--- config.mk ---
export PLATFORM = sky130hd
export DESIGN_NAME = mbist_engine
export DESIGN_NICKNAME = d
export VERILOG_FILES = /design/src/rtl/mbist_pkg.sv /design/src/rtl/mbist_addr_seq.sv /design/src/rtl/mbist_slice_cmp.sv /design/src/rtl/mbist_engine.sv
export SDC_FILE = /design/constraint.sdc
export NUM_CORES = 1
export LEC_CHECK = 0
export BUFFER_PORTS_ARGS = -buffer_cell sky130_fd_sc_hd__clkbuf_2
export CORE_AREA = 2 2 263 265
export DETAILED_ROUTE_END_ITERATION = 10
export DIE_AREA = 0 0 265 267
export GPL_TIMING_DRIVEN = 0
export PLACE_DENSITY_LB_ADDON = 0.1
export RECOVER_POWER = 50
export SLEW_MARGIN = 20
export SYNTH_ARGS = -nofsm -noshare
export SYNTH_HDL_FRONTEND = slang
export SYNTH_SLANG_ARGS = --single-unit
--- constraint.sdc ---
create_clock -name clk -period 4.75 [get_ports clk]
set_clock_uncertainty 0.15 [all_clocks]
set_input_delay 0 -clock clk [delete_from_list [all_inputs] [get_ports clk]]
set_output_delay 0 -clock clk [all_outputs]
set_load 0.05 [all_outputs]
--- src/rtl/mbist_pkg.sv ---
package mbist_pkg;

    typedef enum logic [3:0] {
        ST_IDLE,
        ST_WRITE,
        ST_READ,
        ST_CAPT,
        ST_CMP,
        ST_POST,
        ST_NEXT,
        ST_HALT,
        ST_DONE
    } state_t;

    // March elements, executed in this order
    typedef enum logic [1:0] {
        EL_FILL    = 2'd0,   // w0, ascending
        EL_UP_R0W1 = 2'd1,   // r0 then w1, ascending
        EL_DN_R1W0 = 2'd2,   // r1 then w0, descending
        EL_DN_R0   = 2'd3    // r0, descending
    } elem_t;

    localparam int unsigned CODE_START  = 1;
    localparam int unsigned CODE_RESUME = 2;

    function automatic logic elem_has_read(elem_t e);
        return e != EL_FILL;
    endfunction

    function automatic logic elem_has_write(elem_t e);
        return e != EL_DN_R0;
    endfunction

    function automatic logic elem_descending(elem_t e);
        return (e == EL_DN_R1W0) || (e == EL_DN_R0);
    endfunction

    function automatic logic elem_read_ones(elem_t e);
        return e == EL_DN_R1W0;
    endfunction

    function automatic logic elem_write_ones(elem_t e);
        return e == EL_UP_R0W1;
    endfunction

endpackage

--- src/rtl/mbist_addr_seq.sv ---
module mbist_addr_seq
    import mbist_pkg::*;
#(
    parameter int GROUPS = 4,
    parameter int DEPTH  = 16,
    parameter int GW     = 2,
    parameter int AW     = 4
)(
    input  logic          clk,
    input  logic          rst_n,
    input  logic          clear,
    input  logic          step,
    output logic [GW-1:0] grp,
    output elem_t         elem,
    output elem_t         next_elem,
    output logic [AW-1:0] addr,
    output logic          seq_last
);

    localparam logic [AW-1:0] ADDR_TOP = AW'(DEPTH - 1);
    localparam logic [GW-1:0] GRP_TOP  = GW'(GROUPS - 1);

    logic last_addr;

    assign last_addr = elem_descending(elem) ? (addr == '0) : (addr == ADDR_TOP);
    assign seq_last  = last_addr && (elem == EL_DN_R0) && (grp == GRP_TOP);

    always_comb begin
        next_elem = elem;
        if (last_addr) begin
            unique case (elem)
                EL_FILL:    next_elem = EL_UP_R0W1;
                EL_UP_R0W1: next_elem = EL_DN_R1W0;
                EL_DN_R1W0: next_elem = EL_DN_R0;
                EL_DN_R0:   next_elem = EL_FILL;
                default:    next_elem = EL_FILL;
            endcase
        end
    end

    always_ff @(posedge clk or negedge rst_n) begin
        if (!rst_n) begin
            grp  <= '0;
            elem <= EL_FILL;
            addr <= '0;
        end else if (clear) begin
            grp  <= '0;
            elem <= EL_FILL;
            addr <= '0;
        end else if (step) begin
            elem <= next_elem;
            if (last_addr) begin
                addr <= elem_descending(next_elem) ? ADDR_TOP : '0;
                if (elem == EL_DN_R0) begin
                    grp <= (grp == GRP_TOP) ? '0 : grp + GW'(1);
                end
            end else begin
                addr <= elem_descending(elem) ? addr - AW'(1) : addr + AW'(1);
            end
        end
    end

endmodule

--- src/rtl/mbist_slice_cmp.sv ---
module mbist_slice_cmp #(
    parameter int WORD_W  = 128,
    parameter int SLICE_W = 32,
    parameter int NSLICE  = 4,
    parameter int SLW     = 2
)(
    input  logic              clk,
    input  logic              rst_n,
    input  logic              capture,
    input  logic [WORD_W-1:0] rdata,
    input  logic [SLW-1:0]    slice_sel,
    input  logic              expect_ones,
    output logic              mismatch
);

    logic [WORD_W-1:0]               word_q;
    logic [NSLICE-1:0][SLICE_W-1:0]  slices;
    logic [SLICE_W-1:0]              cur;

    always_ff @(posedge clk or negedge rst_n) begin
        if (!rst_n) begin
            word_q <= '0;
        end else if (capture) begin
            word_q <= rdata;
        end
    end

    for (genvar i = 0; i < NSLICE; i++) begin : g_slice
        assign slices[i] = word_q[i*SLICE_W +: SLICE_W];
    end

    always_comb begin
        cur = '0;
        for (int i = 0; i < NSLICE; i++) begin
            if (slice_sel == SLW'(i)) cur = slices[i];
        end
    end

    assign mismatch = cur != {SLICE_W{expect_ones}};

endmodule

--- src/rtl/mbist_engine.sv ---
module mbist_engine
    import mbist_pkg::*;
#(
    parameter int GROUPS  = 4,
    parameter int DEPTH   = 16,
    parameter int WORD_W  = 128,
    parameter int SLICE_W = 32,
    parameter int CODE_W  = 4,
    localparam int NSLICE = WORD_W / SLICE_W,
    localparam int AW     = (DEPTH  > 1) ? $clog2(DEPTH)  : 1,
    localparam int GW     = (GROUPS > 1) ? $clog2(GROUPS) : 1,
    localparam int SLW    = (NSLICE > 1) ? $clog2(NSLICE) : 1
)(
    input  logic                     clk,
    input  logic                     rst_n,
    input  logic                     ctrl_wr,
    input  logic [CODE_W-1:0]        ctrl_code,
    output logic                     st_done,
    output logic                     st_fail,
    output logic                     st_halted,
    output logic [GW-1:0]            st_fail_grp,
    output logic [SLW-1:0]           st_fail_slice,
    output logic [AW-1:0]            st_fail_addr,
    output logic [GROUPS-1:0]        mem_cs,
    output logic                     mem_we,
    output logic [AW-1:0]            mem_addr,
    output logic [WORD_W-1:0]        mem_wdata,
    input  logic [GROUPS*WORD_W-1:0] mem_rdata
);

    localparam logic [SLW-1:0] SLICE_TOP = SLW'(NSLICE - 1);

    state_t          state_q, state_d;
    logic [SLW-1:0]  slice_q, slice_d;

    logic [GW-1:0]   grp;
    elem_t           elem, next_elem;
    logic [AW-1:0]   addr;
    logic            seq_last;
    logic            seq_step;
    logic            mismatch;
    logic            do_start, do_resume;
    logic            access;
    logic [WORD_W-1:0] rd_sel;

    assign do_start  = ctrl_wr && (ctrl_code == CODE_W'(CODE_START));
    assign do_resume = ctrl_wr && (ctrl_code == CODE_W'(CODE_RESUME)) && (state_q == ST_HALT);
    assign seq_step  = (state_q == ST_NEXT) && !seq_last && !do_start;

    mbist_addr_seq #(
        .GROUPS (GROUPS),
        .DEPTH  (DEPTH),
        .GW     (GW),
        .AW     (AW)
    ) u_seq (
        .clk       (clk),
        .rst_n     (rst_n),
        .clear     (do_start),
        .step      (seq_step),
        .grp       (grp),
        .elem      (elem),
        .next_elem (next_elem),
        .addr      (addr),
        .seq_last  (seq_last)
    );

    always_comb begin
        rd_sel = '0;
        for (int g = 0; g < GROUPS; g++) begin
            if (grp == GW'(g)) rd_sel = mem_rdata[g*WORD_W +: WORD_W];
        end
    end

    mbist_slice_cmp #(
        .WORD_W  (WORD_W),
        .SLICE_W (SLICE_W),
        .NSLICE  (NSLICE),
        .SLW     (SLW)
    ) u_cmp (
        .clk         (clk),
        .rst_n       (rst_n),
        .capture     (state_q == ST_CAPT),
        .rdata       (rd_sel),
        .slice_sel   (slice_q),
        .expect_ones (elem_read_ones(elem)),
        .mismatch    (mismatch)
    );

    // Next-state logic
    always_comb begin
        state_d = state_q;
        slice_d = slice_q;
        unique case (state_q)
            ST_IDLE, ST_DONE: begin
            end
            ST_WRITE: state_d = ST_NEXT;
            ST_READ:  state_d = ST_CAPT;
            ST_CAPT: begin
                state_d = ST_CMP;
                slice_d = '0;
            end
            ST_CMP: begin
                if (mismatch)                  state_d = ST_HALT;
                else if (slice_q == SLICE_TOP) state_d = ST_POST;
                else                           slice_d = slice_q + SLW'(1);
            end
            ST_POST: state_d = elem_has_write(elem) ? ST_WRITE : ST_NEXT;
            ST_NEXT: begin
                if (seq_last) state_d = ST_DONE;
                else          state_d = elem_has_read(next_elem) ? ST_READ : ST_WRITE;
            end
            ST_HALT: begin
                if (do_resume) begin
                    if (slice_q == SLICE_TOP) begin
                        state_d = ST_POST;
                    end else begin
                        state_d = ST_CMP;
                        slice_d = slice_q + SLW'(1);
                    end
                end
            end
            default: state_d = ST_IDLE;
        endcase
        if (do_start) begin
            state_d = ST_WRITE;
            slice_d = '0;
        end
    end

    // State register
    always_ff @(posedge clk or negedge rst_n) begin
        if (!rst_n) begin
            state_q <= ST_IDLE;
            slice_q <= '0;
        end else begin
            state_q <= state_d;
            slice_q <= slice_d;
        end
    end

    // Status outputs
    always_ff @(posedge clk or negedge rst_n) begin
        if (!rst_n) begin
            st_done       <= 1'b0;
            st_fail       <= 1'b0;
            st_fail_grp   <= '0;
            st_fail_slice <= '0;
            st_fail_addr  <= '0;
        end else if (do_start) begin
            st_done       <= 1'b0;
            st_fail       <= 1'b0;
            st_fail_grp   <= '0;
            st_fail_slice <= '0;
            st_fail_addr  <= '0;
        end else begin
            if (state_q == ST_CMP && mismatch) begin
                st_fail       <= 1'b1;
                st_fail_grp   <= grp;
                st_fail_slice <= slice_q;
                st_fail_addr  <= addr;
            end
            if (state_q == ST_NEXT && seq_last) begin
                st_done <= 1'b1;
            end
        end
    end

    // Memory port outputs
    assign access    = (state_q == ST_WRITE) || (state_q == ST_READ);
    assign st_halted = state_q == ST_HALT;
    assign mem_we    = state_q == ST_WRITE;
    assign mem_addr  = addr;
    assign mem_wdata = {WORD_W{elem_write_ones(elem)}};

    for (genvar g = 0; g < GROUPS; g++) begin : g_cs
        assign mem_cs[g] = access && (grp == GW'(g));
    end

endmodule

==> Word level (Yosys, flattened, before mapping) <==
Cells that the tools add are included.
{ "classes": {"n_reduce_logical": 34, "eq_ne": 28, "mux": 47, "n_addsub": 4} }
{ "op_table": {"columns": ["cell", "count"], "rows": [
  ["128-bit two-way mux", 4],
  ["32-bit two-way mux", 4],
  ["4-bit two-way mux", 12],
  ["2-bit two-way mux", 17],
  ["32-bit inequality test", 1],
  ["4-bit one-hot mux with 8 select lines", 1],
  ["2-bit equality test (second input constant)", 8],
  ["4-bit by 3-bit equality test with 1-bit output (second input constant)", 4],
  ["1-bit logical AND", 13],
  ["4-bit by 2-bit equality test with 1-bit output (second input constant)", 3],
  ["2-bit nonzero test", 6],
  ["3-bit AND reduction", 3],
  ["4-bit by 1-bit equality test with 1-bit output (second input constant)", 2],
  ["4-bit equality test (second input constant)", 2],
  ["4-bit logical NOT", 2],
  ["2-bit one-hot mux with 4 select lines", 1],
  ["2-bit by 1-bit equality test with 1-bit output (second input constant)", 3],
  ["2-bit logical NOT", 3],
  ["1-bit two-way mux", 6],
  ["2-bit one-hot mux with 3 select lines", 1],
  ["2-bit by 1-bit adder with 2-bit output (second input constant)", 2],
  ["4-bit by 1-bit adder with 4-bit output (second input constant)", 1],
  ["2-bit inequality test (second input constant)", 2],
  ["4-bit inequality test (second input constant)", 1],
  ["8 further kinds", 11]
]} }
{ "word_totals": {"reg_bits": 152, "in_bits": 519, "out_inout_bits": 148, "word_cells": 124} }

==> Depth between registers and ports, before layout <==
{ "logic_depth": {"ltp_word": 10, "depth_mapped": 15, "ltp_nobuf": 11} }

==> By module <==
From an unflattened synthesis, not the netlist that was laid out.
{ "unflattened": {"cells_unflattened": 806, "area_unflattened_um2": 11459.7} }
{ "by_module_without_submodules": {"columns": ["module", "cells_each", "area_each_um2", "instances", "seq_area_each_um2"], "rows": [
  ["mbist_slice_cmp", 347, 5778.0, 1, 3203.1],
  ["mbist_engine", 393, 5046.1, 1, 400.4],
  ["mbist_addr_seq", 66, 635.6, 1, 200.2]
]} }

==> Worst setup path after synthesis <==
Ideal clock, no wire load.
{ "synth_path": {"path_type": "register -> output", "start": "reg u_seq.elem[1]", "end": "out mem_wdata[100]", "arrival_ps": 3578, "path_stages_with_launch": 4, "slack_ps": 1022, "n_path_buf": 1, "t_required_ps": 4600, "path_cell_list": "dfrtp_1 > inv_1 > ha_1 > buf_4"} }
{ "synth_between": {"elab_chain_len": 1} }
{ "synth_rtl": {"columns": ["element", "line", "text"], "rows": [
  ["start, declared", "mbist_addr_seq.sv:14", "output elem_t elem,"],
  ["start signal, assigned", "mbist_addr_seq.sv:51", "elem <= next_elem;"],
  ["2-bit by 1-bit equality test with 1-bit output", "mbist_pkg.sv:43", "return e == EL_UP_R0W1;"],
  ["end, declared", "mbist_engine.sv:27", "output logic [WORD_W-1:0] mem_wdata,"]
]} }
No other way between the ends.

==> Worst setup path in the final report <==
{ "layout_path": {"start": "reg slice_q[1]", "end": "reg state_q[0]"} }
{ "layout_between": {"elab_chain_len": 9, "elab_cells_between_ends": 16, "cone_classes": "5 x eq/ne; 9 x mux; 2 x reduce/logical"} }
{ "layout_rtl": {"columns": ["element", "line", "text"], "rows": [
  ["start, declared", "mbist_engine.sv:34", "logic [SLW-1:0] slice_q, slice_d;"],
  ["start signal, assigned", "mbist_engine.sv:137", "slice_q <= slice_d;"],
  ["2-bit logical NOT", "mbist_slice_cmp.sv:35", "if (slice_sel == SLW'(i)) cur = slices[i];"],
  ["32-bit two-way mux (4 in series)", "mbist_slice_cmp.sv:35", null],
  ["32-bit inequality test", "mbist_slice_cmp.sv:39", "assign mismatch = cur != {SLICE_W{expect_ones}};"],
  ["4-bit two-way mux", "mbist_engine.sv:103", "if (mismatch) state_d = ST_HALT;"],
  ["4-bit one-hot mux with 8 select lines", "mbist_engine.sv:93", "unique case (state_q)"],
  ["4-bit two-way mux", "mbist_engine.sv:124", "if (do_start) begin"],
  ["end signal, assigned", "mbist_engine.sv:136", "state_q <= state_d;"],
  ["end, declared", "mbist_engine.sv:33", "state_t state_q, state_d;"]
]} }
Several ways; a longest one is shown, not always the timed one. The select of a mux whose other input is x is not followed.
A chain may end at the register's enable or synchronous reset.

==> flow_results.org <==
** Power and ir drop
- PnR Total Power :: 14.5 mW
- Leakage Power :: 9.56 nW
- Dividing total power by cell area gives a power density of 726 nW/µm².
- Max VDD drop :: 0.000284 V

** Clocking
- Counting every sink on the clock net gives 152.
- Cells resized by post-CTS repair :: 0
- Once the clock tree was built, the setup fixing pass inserted 0 buffers.
- Hold repair after CTS inserted 258 buffers.
- TritonCTS built the clock tree.
- Clock latency on the worst-skew pair :: 0.45 ns
- Buffers inserted during clock tree synthesis total 17.
- CTS H-tree depth :: 4
- Clk slew on worst S/H paths :: 0.07 ns
- Maximum buffer depth of the clock tree :: 2
- Cell at the root of the clock tree :: clkbuf_16

** Synthesis
- Summing the sequential cell areas from Yosys gives 31.0% of the chip area.
- Most used flip-flop cell after synthesis :: dfrtp_1
- Top cell type by total area after synthesis :: dfrtp_1
- Async SR Flop Fraction :: 100%
- The netlist uses 52 different library cells.
- Dividing the synthesized area by the synthesized cell count gives 6.59 µm².
- The share of synthesized area in the top cell type comes to 31.0%.
- The mapped netlist covers 12300 µm².
- Cell types occupying the most area after synthesis :: dfrtp_1 (31%), a21oi_1 (21%), nor2_1 (16%), buf_4 (7.8%), nand2_1 (4.8%)
- The number of nets handed over by synthesis was 2397.
- Cell count after synthesis :: 1863
- In this run, synthesis produced a sequential element count of 152.
- Warnings, synthesis :: 0
- Number of synthesized flops with an enable pin :: 0

** Worst setup path
- Slowest-stage cell, CP :: nor4_1
- Combined buffer and inverter count along the critical path :: 4
- Maximum fanout along the worst path :: 10
- Cell class contributing the biggest share of worst-path delay :: compound AO/OA/AOI/OAI gates
- Data on the critical path arrives at its endpoint at 4.03 ns.
- The worst setup path is launched from a register.
- Required time of the critical path :: 4.92 ns
- The worst setup path is captured at a register.
- Worst Setup Path Type :: reg2reg
- Cell Chain, Critical Path :: inv_1 > ha_1 > buf_4 > nor2b_1 > buf_2 > clkbuf_1 > a221oi_1 > o221ai_1 > o2111ai_1 > nor4_1 > nand4_1 > o31a_1 > mux2_4
- In this design, the stage delay of the slowest critical-path cell is 0.48 ns.

** Global route
- Antenna violations before repair :: 2
- Entering global routing, the biggest net connects 82 pins.
- GRT Overall Usage :: 18.4%
- Remaining global-route overflow :: 0
- Via count of the first global-routing pass :: 16.6k
- The first global-routing pass estimated 98300 µm of wire.

** STA
- Setup repair after global routing left no endpoint under its margin.
- The max-slew violation count came to 145.
- Slew @ Worst Pin :: 2.29 ns
- Static timing analysis puts the maximum clock frequency at 259 MHz.
- The count of endpoints failing hold in the final timing report was 0.
- The worst pin sits at a relative slew slack of -52.7%.
- Tmin final :: 3.86 ns
- The final critical path takes up 81.3% of the cycle.
- Total Negative Setup Slacks :: 0 ns
- Setup violations remaining at the end of the flow were counted as 0.

** Floorplanning
- Die Height :: 267 µm
- X dimension of the die :: 265 µm
- Io pins :: 667
- Core Region :: 68000 µm²
- In this run the core area contains 96 standard-cell rows.
- Initial standard-cell utilization of the core :: 18.1%
- Area enclosed by the die boundary :: 70800 µm²

** Placement
- Placed Cells incl. Taps :: 3415
- The wire-length estimate of the detail-placed layout is 56600 µm.
- Port buffering added 666 buffers.
- At the end of routability-driven placement, the weighted congestion stood at 0.904.

** Route
- The detailed router placed 16.1k vias in this run.
- The first TritonRoute pass finished after 6 iterations.
- The count of nets left with antenna violations once routing finished came out at 0.
- For this block, the initial DRC count from the detailed router was 784.
- Total length of routed wires :: 67400 µm
- For this run, design rule violations remaining after detail routing come to 0.
- Dividing the detail-routed via count by the number of cells gives 4.35.
- Drt wl/cell :: 18.2 µm

** Cells and area
- Fraction of final layout cells sized beyond drive strength 1 :: 29.5%
- For this run, the share of the core covered by cells in the final layout is 29.3%.
- Area growth from synthesis to final layout :: 62.3%
- After the last flow step, the layout net total stands at 3344.
- Fill cells in the final layout number 7729.
- Combined flip-flop and latch cell area :: 3800 µm²
- Multi-input logic area :: 6830 µm²
- Number of cells in the finished layout apart from fillers :: 3704

** Run
- Max-cap violations :: 2

** Outcome
- Outcome :: finished with violations
- Violations in the final reports :: max-capacitance violations, max-slew violations

** Min path
- Worst Hold Class :: in2reg
==> cell usage after synthesis, drive strengths merged, types with 4 or more instances <==
cell type / number
nor3: 9
a221o: 17
nor4: 4
o22a: 16
o221ai: 6
a21oi: 522
o22ai: 21
inv: 12
o21ai: 17
nand2b: 4
o2111ai: 4
nand2: 156
buf: 150
and2: 6
dfrtp: 152
o211ai: 13
nand3: 12
nor2: 529
ha: 14
a221oi: 16
clkbuf: 137
==> registers in the layout, summed over array words and instances (netlist names) <==
register / count
u_cmp.slices: 128
st_fail_addr: 4
state_q: 4
u_seq.addr: 4
slice_q: 2
st_fail_grp: 2
st_fail_slice: 2
u_seq.elem: 2
u_seq.grp: 2
st_done: 1
st_fail: 1
==> placed cells by master, fill, tap and decap left out, types with 4 or more instances in the layout <==
master and instances:
clkbuf_16 17, o22ai_1 21, dfrtp_1 152, nand2_1 156, nand2b_1 4, clkbuf_4 56, clkinvlp_4 4, o211ai_1 13
nor2_1 529, buf_6 5, buf_4 72, buf_1 12, o21ai_0 17, a221oi_1 16, nor3_1 8, and2_1 6
nand3_1 12, clkbuf_2 656, a21oi_1 522, dlygate4sd3_1 258, inv_1 12, o221ai_1 6, o2111ai_1 4, ha_1 14
buf_2 5, clkbuf_1 149, nor4_1 4, a221o_1 17, o22a_1 16
==> layer usage <==
| layer | routed length, µm | global-route usage (%) |
|---|---|---|
| met4 | 1160 | 4.08 |
| met2 | 35000 | 34.4 |
| met5 | 13 | 0 |
| met1 | 28300 | 22.1 |
| met3 | 2980 | 2.72 |
==> per-stage QoR <==
stage / setup slack (ns) / hold WS [ns] / area [µm²]
final: 0.890 / 0.0318 / 19900
after global routing: 0.608 / 0.0722 / 19900
after CTS: 0.862 / 0.0321 / 20000
after detailed placement: 0.994 / -0.0738 / 16800
after global placement: 0.549 / 0.160 / 16700
after floorplan: 1.02 / -0.446 / 12300
==> final timing paths <==
path	startpoint	endpoint	slack, ns	cells after the start
worst max-delay path	slice_q[1]$_DFFE_PN0P_	state_q[0]$_DFFE_PN0P_	0.89	13
worst min-delay path	mem_rdata[371]	u_cmp.slices[115]$_DFFE_PN0P_	0.03	5
worst max register to register	slice_q[1]$_DFFE_PN0P_	state_q[0]$_DFFE_PN0P_	0.89	13
worst min register to register	st_fail$_DFFE_PN0P_	st_fail$_DFFE_PN0P_	0.35	2
max in group asynchronous	rst_n	u_cmp.slices[43]$_DFFE_PN0P_	2.19	3
min in group asynchronous	rst_n	u_seq.addr[1]$_DFFE_PN0P_	0.87	3
==> cell families after synthesis <==
family                   Yosys count  synth area share [%]
AND/OR/NAND/NOR                  740                  23.8
AO/OA/AOI/OAI                    648                  29.6
buffers and inverters            300                  13.4
flip-flops                       152                  31.0
adder cells (fa/ha/maj)           15                  1.59
XOR/XNOR                           4                 0.285
multiplexers                       4                 0.367
==> worst reg2reg max path, cell delays in order, from the launching register on <==
cell and delay, ns:
dfrtp_1 0.42, inv_1 0.08, ha_1 0.19, buf_4 0.16, nor2b_1 0.11, buf_2 0.18
clkbuf_1 0.40, a221oi_1 0.24, o221ai_1 0.32, o2111ai_1 0.15, nor4_1 0.48, nand4_1 0.21
o31a_1 0.33, mux2_4 0.31
==> power by group <==
group	total [mW]	internal, mW	switching, mW
registers	2.57	1.94	0.637
logic	10.5	4.00	6.53
clock network	1.36	0.767	0.589
==> layout make-up <==
| cell class | count | area share (%) |
|---|---|---|
| multi-input combinational | 1411 | 34.2 |
| timing repair buffer | 928 | 30.0 |
| sequential | 152 | 19.1 |
| buffer | 287 | 8.07 |
| tap | 882 | 5.54 |
| clock buffer | 19 | 2.17 |
| clock inverter | 11 | 0.634 |
| inverter | 13 | 0.245 |
| antenna | 1 | 0.0126 |
No activity file was read; power rests on OpenSTA's default activity.
